`src/rtl/mpuart_pkg.sv`:
```
package mpuart_pkg;

    localparam int BYTE_W = 8;

    // control byte field positions
    localparam int CB_FRAME = 7;   // framing select / framing-error alias
    localparam int CB_AUX   = 6;
    localparam int CB_MP    = 5;
    localparam int CB_REN   = 4;
    localparam int CB_TX9   = 3;
    localparam int CB_RX9   = 2;
    localparam int CB_TDONE = 1;
    localparam int CB_RDONE = 0;

    localparam logic ADDR_CTRL = 1'b0;
    localparam logic ADDR_DATA = 1'b1;

    typedef enum logic [2:0] {
        TX_IDLE, TX_START, TX_DATA, TX_NINTH, TX_STOP
    } tx_state_e;

    typedef enum logic [2:0] {
        RX_IDLE, RX_START, RX_DATA, RX_NINTH, RX_STOP
    } rx_state_e;

endpackage

```
`src/rtl/mpuart_tx.sv`:
```
module mpuart_tx
    import mpuart_pkg::*;
#(
    parameter int OSR = 16
) (
    input  logic              clk,
    input  logic              rst_n,
    input  logic              tick,
    input  logic              start,
    input  logic [BYTE_W-1:0] din,
    input  logic              nine_en,
    input  logic              bit9,
    output logic              txd,
    output logic              busy,
    output logic              done
);
    localparam int CW = $clog2(OSR);
    localparam int IW = $clog2(BYTE_W);

    tx_state_e         state_q, state_d;
    logic [CW-1:0]     cnt_q;
    logic [IW-1:0]     idx_q;
    logic [BYTE_W-1:0] shift_q;
    logic              b9_q, nine_q;
    logic              bit_end, last_data;

    assign bit_end   = tick && (cnt_q == CW'(OSR - 1));
    assign last_data = (idx_q == IW'(BYTE_W - 1));

    // next state
    always_comb begin
        state_d = state_q;
        unique case (state_q)
            TX_IDLE:  if (start)   state_d = TX_START;
            TX_START: if (bit_end) state_d = TX_DATA;
            TX_DATA:  if (bit_end && last_data) state_d = nine_q ? TX_NINTH : TX_STOP;
            TX_NINTH: if (bit_end) state_d = TX_STOP;
            TX_STOP:  if (bit_end) state_d = TX_IDLE;
            default:  state_d = TX_IDLE;
        endcase
    end

    // state register and datapath
    always_ff @(posedge clk) begin
        if (!rst_n) begin
            state_q <= TX_IDLE;
            cnt_q   <= '0;
            idx_q   <= '0;
            shift_q <= '0;
            b9_q    <= 1'b0;
            nine_q  <= 1'b0;
        end else begin
            state_q <= state_d;
            if (state_q == TX_IDLE) begin
                cnt_q <= '0;
                idx_q <= '0;
                if (start) begin
                    shift_q <= din;
                    b9_q    <= bit9;
                    nine_q  <= nine_en;
                end
            end else if (tick) begin
                cnt_q <= cnt_q + 1'b1;
                if (bit_end && state_q == TX_DATA) begin
                    shift_q <= shift_q >> 1;
                    idx_q   <= idx_q + 1'b1;
                end
            end
        end
    end

    // outputs
    always_comb begin
        txd  = 1'b1;
        busy = 1'b1;
        done = 1'b0;
        unique case (state_q)
            TX_IDLE:  busy = 1'b0;
            TX_START: txd = 1'b0;
            TX_DATA: begin
                txd  = shift_q[0];
                done = bit_end && last_data && !nine_q;
            end
            TX_NINTH: begin
                txd  = b9_q;
                done = bit_end;
            end
            TX_STOP:  txd = 1'b1;
            default:  busy = 1'b0;
        endcase
    end

endmodule

```
`src/rtl/mpuart_rx.sv`:
```
module mpuart_rx
    import mpuart_pkg::*;
#(
    parameter int OSR      = 16,
    parameter int SYNC_LEN = 2
) (
    input  logic              clk,
    input  logic              rst_n,
    input  logic              tick,
    input  logic              rxd,
    input  logic              en,
    input  logic              nine_en,
    input  logic              mp_en,
    output logic              load,
    output logic [BYTE_W-1:0] data,
    output logic              b9_upd,
    output logic              b9_val,
    output logic              set_ri,
    output logic              set_fe
);
    localparam int CW  = $clog2(OSR);
    localparam int IW  = $clog2(BYTE_W);
    localparam int MID = OSR / 2;

    rx_state_e         state_q, state_d;
    logic [SYNC_LEN-1:0] sync_q;
    logic [CW-1:0]     cnt_q;
    logic [IW-1:0]     idx_q;
    logic [BYTE_W-1:0] shift_q;
    logic [1:0]        smp_q;
    logic              nine_q;
    logic              rx_s, in_frame, smp_now, vote_now, bit_end, maj, detect;

    assign rx_s     = sync_q[SYNC_LEN-1];
    assign in_frame = (state_q != RX_IDLE);
    assign smp_now  = tick && in_frame && (cnt_q >= CW'(MID - 1)) && (cnt_q <= CW'(MID + 1));
    assign vote_now = tick && in_frame && (cnt_q == CW'(MID + 1));
    assign bit_end  = tick && (cnt_q == CW'(OSR - 1));
    assign maj      = (smp_q[1] & smp_q[0]) | (smp_q[1] & rx_s) | (smp_q[0] & rx_s);
    assign detect   = (state_q == RX_IDLE) && en && tick && !rx_s;

    // next state
    always_comb begin
        state_d = state_q;
        unique case (state_q)
            RX_IDLE:  if (detect) state_d = RX_START;
            RX_START: begin
                if (vote_now && maj) state_d = RX_IDLE;
                else if (bit_end)    state_d = RX_DATA;
            end
            RX_DATA:  if (bit_end && idx_q == IW'(BYTE_W - 1)) state_d = nine_q ? RX_NINTH : RX_STOP;
            RX_NINTH: if (bit_end)  state_d = RX_STOP;
            RX_STOP:  if (vote_now) state_d = RX_IDLE;
            default:  state_d = RX_IDLE;
        endcase
        if (!en) state_d = RX_IDLE;
    end

    // state register and datapath
    always_ff @(posedge clk) begin
        if (!rst_n) begin
            state_q <= RX_IDLE;
            sync_q  <= '1;
            cnt_q   <= '0;
            idx_q   <= '0;
            shift_q <= '0;
            smp_q   <= '0;
            nine_q  <= 1'b0;
        end else begin
            state_q <= state_d;
            sync_q  <= {sync_q[SYNC_LEN-2:0], rxd};
            if (state_q == RX_IDLE) begin
                idx_q <= '0;
                cnt_q <= detect ? CW'(1) : '0;
                if (detect) nine_q <= nine_en;
            end else if (tick) begin
                cnt_q <= cnt_q + 1'b1;
                if (smp_now) smp_q <= {smp_q[0], rx_s};
                if (vote_now && state_q == RX_DATA) shift_q <= {maj, shift_q[BYTE_W-1:1]};
                if (bit_end && state_q == RX_DATA)  idx_q <= idx_q + 1'b1;
            end
        end
    end

    // outputs
    always_comb begin
        load   = 1'b0;
        b9_upd = 1'b0;
        set_ri = 1'b0;
        set_fe = 1'b0;
        b9_val = maj;
        data   = shift_q;
        unique case (state_q)
            RX_NINTH: if (vote_now) begin
                load   = !mp_en || maj;
                set_ri = !mp_en || maj;
                b9_upd = !mp_en || maj;
            end
            RX_STOP: if (vote_now) begin
                set_fe = !maj;
                if (!nine_q) begin
                    load   = !mp_en || maj;
                    set_ri = !mp_en || maj;
                    b9_upd = !mp_en;
                end
            end
            default: ;
        endcase
    end

endmodule

```
`src/rtl/mpuart_regs.sv`:
```
module mpuart_regs
    import mpuart_pkg::*;
(
    input  logic              clk,
    input  logic              rst_n,
    input  logic              alias_sel,
    input  logic              bus_wr,
    input  logic              bus_addr,
    input  logic [BYTE_W-1:0] bus_wdata,
    output logic [BYTE_W-1:0] bus_rdata,
    input  logic              rx_load,
    input  logic [BYTE_W-1:0] rx_data,
    input  logic              rx_b9_upd,
    input  logic              rx_b9,
    input  logic              rx_set_ri,
    input  logic              rx_set_fe,
    input  logic              tx_done,
    output logic              tx_start,
    output logic              mode_hi,
    output logic              mp_en,
    output logic              rx_en,
    output logic              tx9,
    output logic              rx9,
    output logic              ti,
    output logic              ri,
    output logic [BYTE_W-1:0] rx_buf
);
    logic mode_lo, fe, ctrl_wr;
    logic [BYTE_W-1:0] ctrl_rd;

    assign ctrl_wr  = bus_wr && (bus_addr == ADDR_CTRL);
    assign tx_start = bus_wr && (bus_addr == ADDR_DATA);

    always_ff @(posedge clk) begin
        if (!rst_n) begin
            mode_hi <= 1'b0;
            fe      <= 1'b0;
            mode_lo <= 1'b0;
            mp_en   <= 1'b0;
            rx_en   <= 1'b0;
            tx9     <= 1'b0;
            rx9     <= 1'b0;
            ti      <= 1'b0;
            ri      <= 1'b0;
            rx_buf  <= '0;
        end else begin
            if (ctrl_wr) begin
                if (alias_sel) fe      <= bus_wdata[CB_FRAME];
                else           mode_hi <= bus_wdata[CB_FRAME];
                mode_lo <= bus_wdata[CB_AUX];
                mp_en   <= bus_wdata[CB_MP];
                rx_en   <= bus_wdata[CB_REN];
                tx9     <= bus_wdata[CB_TX9];
                rx9     <= bus_wdata[CB_RX9];
                ti      <= bus_wdata[CB_TDONE];
                ri      <= bus_wdata[CB_RDONE];
            end
            // hardware events take priority over a same-cycle write
            if (rx_set_fe) fe     <= 1'b1;
            if (rx_b9_upd) rx9    <= rx_b9;
            if (tx_done)   ti     <= 1'b1;
            if (rx_set_ri) ri     <= 1'b1;
            if (rx_load)   rx_buf <= rx_data;
        end
    end

    always_comb begin
        ctrl_rd           = '0;
        ctrl_rd[CB_FRAME] = alias_sel ? fe : mode_hi;
        ctrl_rd[CB_AUX]   = mode_lo;
        ctrl_rd[CB_MP]    = mp_en;
        ctrl_rd[CB_REN]   = rx_en;
        ctrl_rd[CB_TX9]   = tx9;
        ctrl_rd[CB_RX9]   = rx9;
        ctrl_rd[CB_TDONE] = ti;
        ctrl_rd[CB_RDONE] = ri;
        bus_rdata = (bus_addr == ADDR_DATA) ? rx_buf : ctrl_rd;
    end

endmodule

```
`src/rtl/mpuart_core.sv`:
```
module mpuart_core
    import mpuart_pkg::*;
#(
    parameter int OSR      = 16,
    parameter int SYNC_LEN = 2
) (
    input  logic              clk,
    input  logic              rst_n,
    input  logic              alias_sel,
    input  logic              tick16,
    input  logic              bus_wr,
    input  logic              bus_addr,
    input  logic [BYTE_W-1:0] bus_wdata,
    output logic [BYTE_W-1:0] bus_rdata,
    input  logic              rxd,
    output logic              txd,
    output logic              irq
);
    logic              rx_load, rx_b9_upd, rx_b9, rx_set_ri, rx_set_fe;
    logic [BYTE_W-1:0] rx_data, rx_buf;
    logic              tx_done, tx_start, tx_busy;
    logic              mode_hi, mp_en, rx_en, tx9, rx9, ti, ri;

    mpuart_regs u_regs (
        .clk       (clk),
        .rst_n     (rst_n),
        .alias_sel (alias_sel),
        .bus_wr    (bus_wr),
        .bus_addr  (bus_addr),
        .bus_wdata (bus_wdata),
        .bus_rdata (bus_rdata),
        .rx_load   (rx_load),
        .rx_data   (rx_data),
        .rx_b9_upd (rx_b9_upd),
        .rx_b9     (rx_b9),
        .rx_set_ri (rx_set_ri),
        .rx_set_fe (rx_set_fe),
        .tx_done   (tx_done),
        .tx_start  (tx_start),
        .mode_hi   (mode_hi),
        .mp_en     (mp_en),
        .rx_en     (rx_en),
        .tx9       (tx9),
        .rx9       (rx9),
        .ti        (ti),
        .ri        (ri),
        .rx_buf    (rx_buf)
    );

    mpuart_tx #(.OSR(OSR)) u_tx (
        .clk     (clk),
        .rst_n   (rst_n),
        .tick    (tick16),
        .start   (tx_start),
        .din     (bus_wdata),
        .nine_en (mode_hi),
        .bit9    (tx9),
        .txd     (txd),
        .busy    (tx_busy),
        .done    (tx_done)
    );

    mpuart_rx #(.OSR(OSR), .SYNC_LEN(SYNC_LEN)) u_rx (
        .clk     (clk),
        .rst_n   (rst_n),
        .tick    (tick16),
        .rxd     (rxd),
        .en      (rx_en),
        .nine_en (mode_hi),
        .mp_en   (mp_en),
        .load    (rx_load),
        .data    (rx_data),
        .b9_upd  (rx_b9_upd),
        .b9_val  (rx_b9),
        .set_ri  (rx_set_ri),
        .set_fe  (rx_set_fe)
    );

    assign irq = ti | ri;

endmodule

```
`config.mk`:
```
export PLATFORM = sky130hd
export DESIGN_NAME = mpuart_core
export DESIGN_NICKNAME = d
export VERILOG_FILES = /design/src/rtl/mpuart_pkg.sv /design/src/rtl/mpuart_tx.sv /design/src/rtl/mpuart_rx.sv /design/src/rtl/mpuart_regs.sv /design/src/rtl/mpuart_core.sv
export SDC_FILE = /design/constraint.sdc
export NUM_CORES = 1
export LEC_CHECK = 0
export BUFFER_PORTS_ARGS = -buffer_cell sky130_fd_sc_hd__clkbuf_2
export CAP_MARGIN = 20
export CORE_MARGIN = 2
export CORE_UTILIZATION = 45
export DETAILED_ROUTE_END_ITERATION = 10
export PLACE_DENSITY = 0.72
export SLEW_MARGIN = 20
export SYNTH_ARGS = -nofsm -noshare
export SYNTH_HDL_FRONTEND = slang
export SYNTH_HIERARCHICAL = 1
export SYNTH_SLANG_ARGS = --single-unit
```
`constraint.sdc`:
```
create_clock -name clk -period 2.25 [get_ports clk]
set_input_delay 0.1125 -clock clk [delete_from_list [all_inputs] [get_ports clk]]
set_output_delay 0.1125 -clock clk [all_outputs]
set_load 0.02 [all_outputs]
```
==> flow_metrics.env, run 1 <==
export IMPL_outcome="finished, final reports clean"
export IMPL_drc_errors=0
export IMPL_slowest_stage="or3b_4"
export IMPL_ant_nets=0
export IMPL_synthesis_instances=321
export IMPL_finalPower_uw=2220
export IMPL_fillers=626
export IMPL_cp_top_family="simple AND/OR/NAND/NOR gates"
export IMPL_grt_pass1_wl_um=9740
export IMPL_syn_area_per_cell_sq_um=9.27
export IMPL_routed_via_density=5.39
export IMPL_num_rows=29
export IMPL_area_delta_synth_final_pct=10.8
export IMPL_synth_nets=344
export IMPL_path_buf_inv=1
export IMPL_cts_tree="done"
export IMPL_clk_pin_slew_worst_paths_ns=0.07
export IMPL_nets=365
export IMPL_rsz0062_at_grt="no"
export IMPL_fin_crit_sh=0.811
export IMPL_cts_max_level=3
export IMPL_max_freq_ghz=0.548
export IMPL_pwr_density_cell_mw_per_mm2=673
export IMPL_ys_warn_count=6
export IMPL_crit_type="reg -> reg"
export IMPL_drv_slew=0
export IMPL_setup_violations=0
export IMPL_worst_clock_skew_ns=0.00496
export IMPL_stdcell_count=424
export IMPL_antenna_found_initial=0
export IMPL_critPathMaxFanout=9
export IMPL_critPathMaxStageDelay_ns=0.44
export IMPL_gp_congestion=0.792
export IMPL_maxCapViolCount=0
export IMPL_slew_headroom=0.558
export IMPL_place_inst=407
export IMPL_worstMarginPinSlew_ns=0.660
export IMPL_antennaDiodeCount=0
export IMPL_ir_drop_uv=463
export IMPL_syn_area_sq_mm=0.00298
export IMPL_path_cells="or3b_4 -> o21a_1 -> nor3_1 -> buf_4 -> mux2i_1 -> nor2b_1"
export IMPL_setup_tns_final_ns=0
export IMPL_core_area_sq_mm=0.00639
export IMPL_crit_arrival_ns=2.05
export IMPL_hold_path_class="in -> reg"
export IMPL_io_buffers=24
export IMPL_hold_violations=0
export IMPL_routedWlPerCell_um=13.8
export IMPL_grt_max_degree=38
export IMPL_vias=2284
export IMPL_clock_sinks=60
export IMPL_clockBufferDepth=2
export IMPL_cts_setup_buffers=0
export IMPL_drive_above_1_share=0.190
export IMPL_track_usage=0.169
export IMPL_dp_hpwl_um=4140
export IMPL_initial_core_util=0.466
export IMPL_drt_iter0_drc=83
export IMPL_grt_pass1_vias=2094
export IMPL_p_leak_uw=0.00132
export IMPL_cp_start_kind="flip-flop"
export IMPL_first_pass_iters=4
export IMPL_die_h_um=85.3
export IMPL_worst_hold_slack_ns=0.0340
export IMPL_postRouteWirelength_um=5860
export IMPL_finalCriticalPeriod_ns=1.83
export IMPL_fin_util=0.516
export IMPL_root_buffer="clkbuf_8"
export IMPL_worstPathRequired_ns=2.47
export IMPL_cts_made_buffers=9
export IMPL_die_w_um=85.3
export IMPL_clock_latency_ns=0.33
export IMPL_die_area_sq_mm=0.00728
export IMPL_pin_count=25
export IMPL_overflow=0
export IMPL_critPathCaptureType="flip-flop"
[per-layer routing]
layer,wire (um),vias up,track usage,share of wire
met4,55,0,0.0736,0.0094
met1,2760,1075,0.214,0.47
met5,0,-,0,0
met3,213,6,0.0486,0.036
li1,-,1172,-,-
met2,2820,31,0.269,0.48
[cells in the final DEF, fill, tap and decap left out, types with 8 or more instances in the layout]
cell      instances
dfxtp_1          60
nand2_1          36
nor2_1           31
mux2i_1          25
clkbuf_2         24
o21ai_0          16
nor2b_1          12
clkbuf_8         11
a21boi_0          9
nand2b_1          8
ha_1              8
[where the power goes]
part	internal, uW	switching (uW)
Sequential	1080	17.4
Combinational	58.7	83.3
Clock	568	407
Total	1710	507
[flip-flops by register name (all words and copies together), names as in the netlist, 2 cells and up]
name	flops
u_rx/state_q	3
u_rx/smp_q	2
u_rx/idx_q	3
u_rx/data	8
u_tx/cnt_q	4
u_tx/state_q	3
u_tx/shift_q	8
u_regs/rx_buf	8
u_rx/sync_q	2
u_tx/idx_q	3
u_rx/cnt_q	4
[what timing repair did]
action / in CTS / in global routing
endpoints found under the setup margin: 0 / 0
hold endpoints to repair: 1 / 0
resized for setup: 0 / 0
hold buffers: 1 / 0
[metrics by stage]
stage,instance area [sq um],setup slack (ns)
finish,3300,0.425
global route,3300,0.271
CTS,3300,0.416
detailed placement,3080,0.430
global placement,3080,0.480
floorplan,2980,0.447
[area by class of cell]
cell class                      instances  area [sq um]  share of cell area
Tap cell                               77          96.3              0.0292
Multi-Input combinational cell        237          1620               0.492
Timing Repair Buffer                   28           153              0.0463
Clock inverter                          4          47.5              0.0144
Inverter                                6          22.5             0.00683
Sequential cell                        60          1200               0.364
Clock buffer                           12           155              0.0471
[worst paths after layout]
check                                    start                       endpoint  cells after the start  slack (ns)
setup reg to reg  u_rx/state_q[2]$_SDFFE_PN0P_  u_regs/rx_buf[6]$_SDFFE_PN0P_                      6        0.42
hold / removal                    bus_wdata[3]        u_regs/tx9$_SDFFE_PN0P_                      3        0.03
setup / recovery  u_rx/state_q[2]$_SDFFE_PN0P_  u_regs/rx_buf[6]$_SDFFE_PN0P_                      6        0.42
hold reg to reg      u_rx/sync_q[0]$_SDFF_PN1_      u_rx/sync_q[1]$_SDFF_PN1_                      1        0.41
[tightest hold or removal path: cells and delay by family]
kind	cells	cell delay, ns
compound gates	1	0.06
buf+inv	1	0.09
simple gates	1	0.05
No activity file was read; power rests on OpenSTA's default activity.
==> run 2: changes to the inputs <==
- ABC_AREA: default -> 1
- PLACE_DENSITY: 0.72 -> 0.74
- clock period: 2.25 -> 1.5 ns (I/O delays scaled with it)
==> run 2 against run 1 <==
The run now ends with negative setup slack left. Synthesized cell count increased by 38%. Highest routed layer unchanged. Global-route usage is 2.2 points higher. Utilization up 5.1 points. First-iteration DRC count is 70% higher. Non-clock buffer count is 23 higher. Count of clock-buffer cells in the layout shrank 2. Critical endpoint unchanged. Sequential share of layout area down 4.8 points.
==> flow_metrics.env, run 2 <==
export IMPL_outcome="complete, but fails checks"
export IMPL_violations="negative setup slack"
export IMPL_final_common_cell="nor2_1"
export IMPL_fillers=618
export IMPL_synthesis_instances=442
export IMPL_ir_drop_uv=492
export IMPL_cts_made_buffers=9
export IMPL_setup_violations=14
export IMPL_postRouteWirelength_um=7020
export IMPL_critPathMaxStageDelay_ns=0.32
export IMPL_reg2regPathDepth=11
export IMPL_path_cells="inv_2 -> ha_4 -> inv_2 -> nor2_4 -> nand3_4 -> nor2_4 -> nand3_4 -> o31ai_4 -> inv_2 -> nor2_1 -> nor2_1"
export IMPL_cts_tree="done"
export IMPL_max_freq_ghz=0.619
export IMPL_gp_congestion=0.877
export IMPL_dp_hpwl_um=4940
export IMPL_grt_max_degree=20
export IMPL_antennaDiodeCount=0
export IMPL_r2r_setup_slack_ns=-0.11
export IMPL_cp_start_kind="flip-flop"
export IMPL_critPathMaxFanout=8
export IMPL_routed_via_density=5.05
export IMPL_die_area_sq_mm=0.00751
export IMPL_synth_nets=465
export IMPL_pwr_density_cell_mw_per_mm2=1220
export IMPL_setup_tns_final_ns=-0.961
export IMPL_timing_final_ws_setup_ns=-0.115
export IMPL_root_buffer="clkbuf_8"
export IMPL_min_path_cells=3
export IMPL_slowest_stage="dfxtp_2"
export IMPL_finalPower_uw=4640
export IMPL_fin_crit_sh=1.08
export IMPL_antenna_found_initial=0
export IMPL_worstMarginPinSlew_ns=0.340
export IMPL_cts_max_level=3
export IMPL_clock_latency_ns=0.35
export IMPL_worst_clock_skew_ns=0.0114
export IMPL_path_buf_inv=3
export IMPL_slew_headroom=0.773
export IMPL_cp_top_family="simple AND/OR/NAND/NOR gates"
export IMPL_die_w_um=86.7
export IMPL_track_usage=0.192
export IMPL_die_h_um=86.7
export IMPL_syn_area_sq_mm=0.00308
export IMPL_vias=2944
export IMPL_layout_common_cells="nor2_1, nand2_1, dfxtp_1, inv_1, o21ai_0"
export IMPL_reg2reg_from="u_rx/cnt_q[1]$_SDFFE_PN0P_"
export IMPL_io_buffers=24
export IMPL_crit_type="reg -> reg"
export IMPL_crit_arrival_ns=1.85
export IMPL_critPathCaptureType="flip-flop"
export IMPL_drive_above_1_share=0.260
export IMPL_min_from="bus_wdata[3]"
export IMPL_finalCriticalPeriod_ns=1.61
export IMPL_worstPathRequired_ns=1.74
export IMPL_num_rows=30
export IMPL_drt_iter0_drc=141
export IMPL_clock_sinks=60
export IMPL_syn_area_per_cell_sq_um=6.96
export IMPL_clockBufferDepth=2
export IMPL_pin_count=25
export IMPL_cp_depth=11
export IMPL_p_leak_uw=0.00176
export IMPL_ys_warn_count=6
export IMPL_whs_endpoint="u_regs/tx9$_SDFFE_PN0P_"
export IMPL_hold_violations=0
export IMPL_drv_slew=0
export IMPL_place_ws_ns=-0.141
export IMPL_clk_pin_slew_worst_paths_ns=0.07
export IMPL_rr_endpoint="u_regs/rx_buf[6]$_SDFFE_PN0P_"
export IMPL_rsz0062_at_grt="yes"
export IMPL_first_pass_iters=4
export IMPL_grt_pass1_vias=2663
export IMPL_overflow=0
export IMPL_maxCapViolCount=0
export IMPL_nets=521
export IMPL_initial_core_util=0.458
export IMPL_routedWlPerCell_um=12.0
export IMPL_core_area_sq_mm=0.00672
export IMPL_hold_path_class="in -> reg"
export IMPL_area_delta_synth_final_pct=23.9
export IMPL_cp_common_cell="inv_2"
export IMPL_drc_errors=0
export IMPL_grt_pass1_wl_um=11300
export IMPL_ant_nets=0
==> run 2: cell count changes in the layout (fill, tap and decap cells not counted), moves of 12 or more <==
cell     delta
buf_4      +21
inv_2      +13
mux2i_1    -24
nor2_4     +12
a21oi_1    +16
inv_1      +33
o21ai_0    +19
nand2_1    +50
nor2_1     +56
nor2b_1    -12
==> run 2: worst min-delay path, cell delays in order <==
cell      delay [ns]
clkbuf_2        0.10
o21ai_0         0.08
nor2_1          0.08
==> run 2: per-layer routing <==
layer	vias to the layer above	share of wire	GRT usage
met1	1337	0.47	0.242
li1	1527	-	-
met4	0	0.014	0.0923
met3	11	0.055	0.0514
met5	-	0	0
met2	69	0.46	0.303
==> run 2: cell type report <==
cell class	instances	area [sq um]	area share
multi-input cells	322	1740	0.456
flip-flops and latches	60	1200	0.316
repair buffers	51	342	0.0896
inverters	54	210	0.0552
clock buffers	10	128	0.0335
well taps	80	100	0.0263
clock inverters	6	88.8	0.0233
==> run 2: how the worst max path moves through the flow <==
| stage | to | slack, ns | from |
|---|---|---|---|
| 3_3_place_gp | u_regs/rx9$_SDFFE_PN0P_ | -0.03 | u_rx/cnt_q[1]$_SDFFE_PN0P_ |
| 6_report | u_regs/rx_buf[6]$_SDFFE_PN0P_ | -0.11 | u_rx/cnt_q[1]$_SDFFE_PN0P_ |
| 5_1_grt | u_regs/rx_buf[5]$_SDFFE_PN0P_ | -0.22 | u_rx/cnt_q[1]$_SDFFE_PN0P_ |
| 3_5_place_dp | u_regs/rx_buf[1]$_SDFFE_PN0P_ | -0.14 | u_rx/cnt_q[1]$_SDFFE_PN0P_ |
| 4_1_cts | u_regs/rx_buf[7]$_SDFFE_PN0P_ | -0.11 | u_rx/cnt_q[1]$_SDFFE_PN0P_ |
| 2_1_floorplan | u_regs/ri$_SDFFE_PN0P_ | -0.02 | u_rx/cnt_q[1]$_SDFFE_PN0P_ |
==> run 2: per-stage QoR <==
step / cells / hold WS [ns] / util / area, sq um
after floorplan: 442 / 0.170 / - / 3120
after global placement: 561 / 0.262 / 0.514 / 3450
after detailed placement: 561 / 0.266 / 0.514 / 3450
after CTS: 581 / 0.00257 / 0.558 / 3750
after global routing: 583 / 0.0286 / 0.567 / 3810
final: 583 / 0.0176 / 0.567 / 3810
==> run 2: timing repair <==
action,4_1_cts,5_1_grt
buffers inserted,2,2
setup endpoints to repair,13,34
endpoints found under the hold margin,1,0
pin swaps,5,8
hold buffers,1,0
gates resized for setup,9,13
gates cloned,1,0
==> run 2: report_power, final <==
| group | switching, uW | internal, uW | total, uW |
|---|---|---|---|
| Clock | 653 | 934 | 1590 |
| Combinational | 858 | 407 | 1260 |
| Sequential | 81.6 | 1710 | 1790 |
| Total | 1590 | 3050 | 4640 |
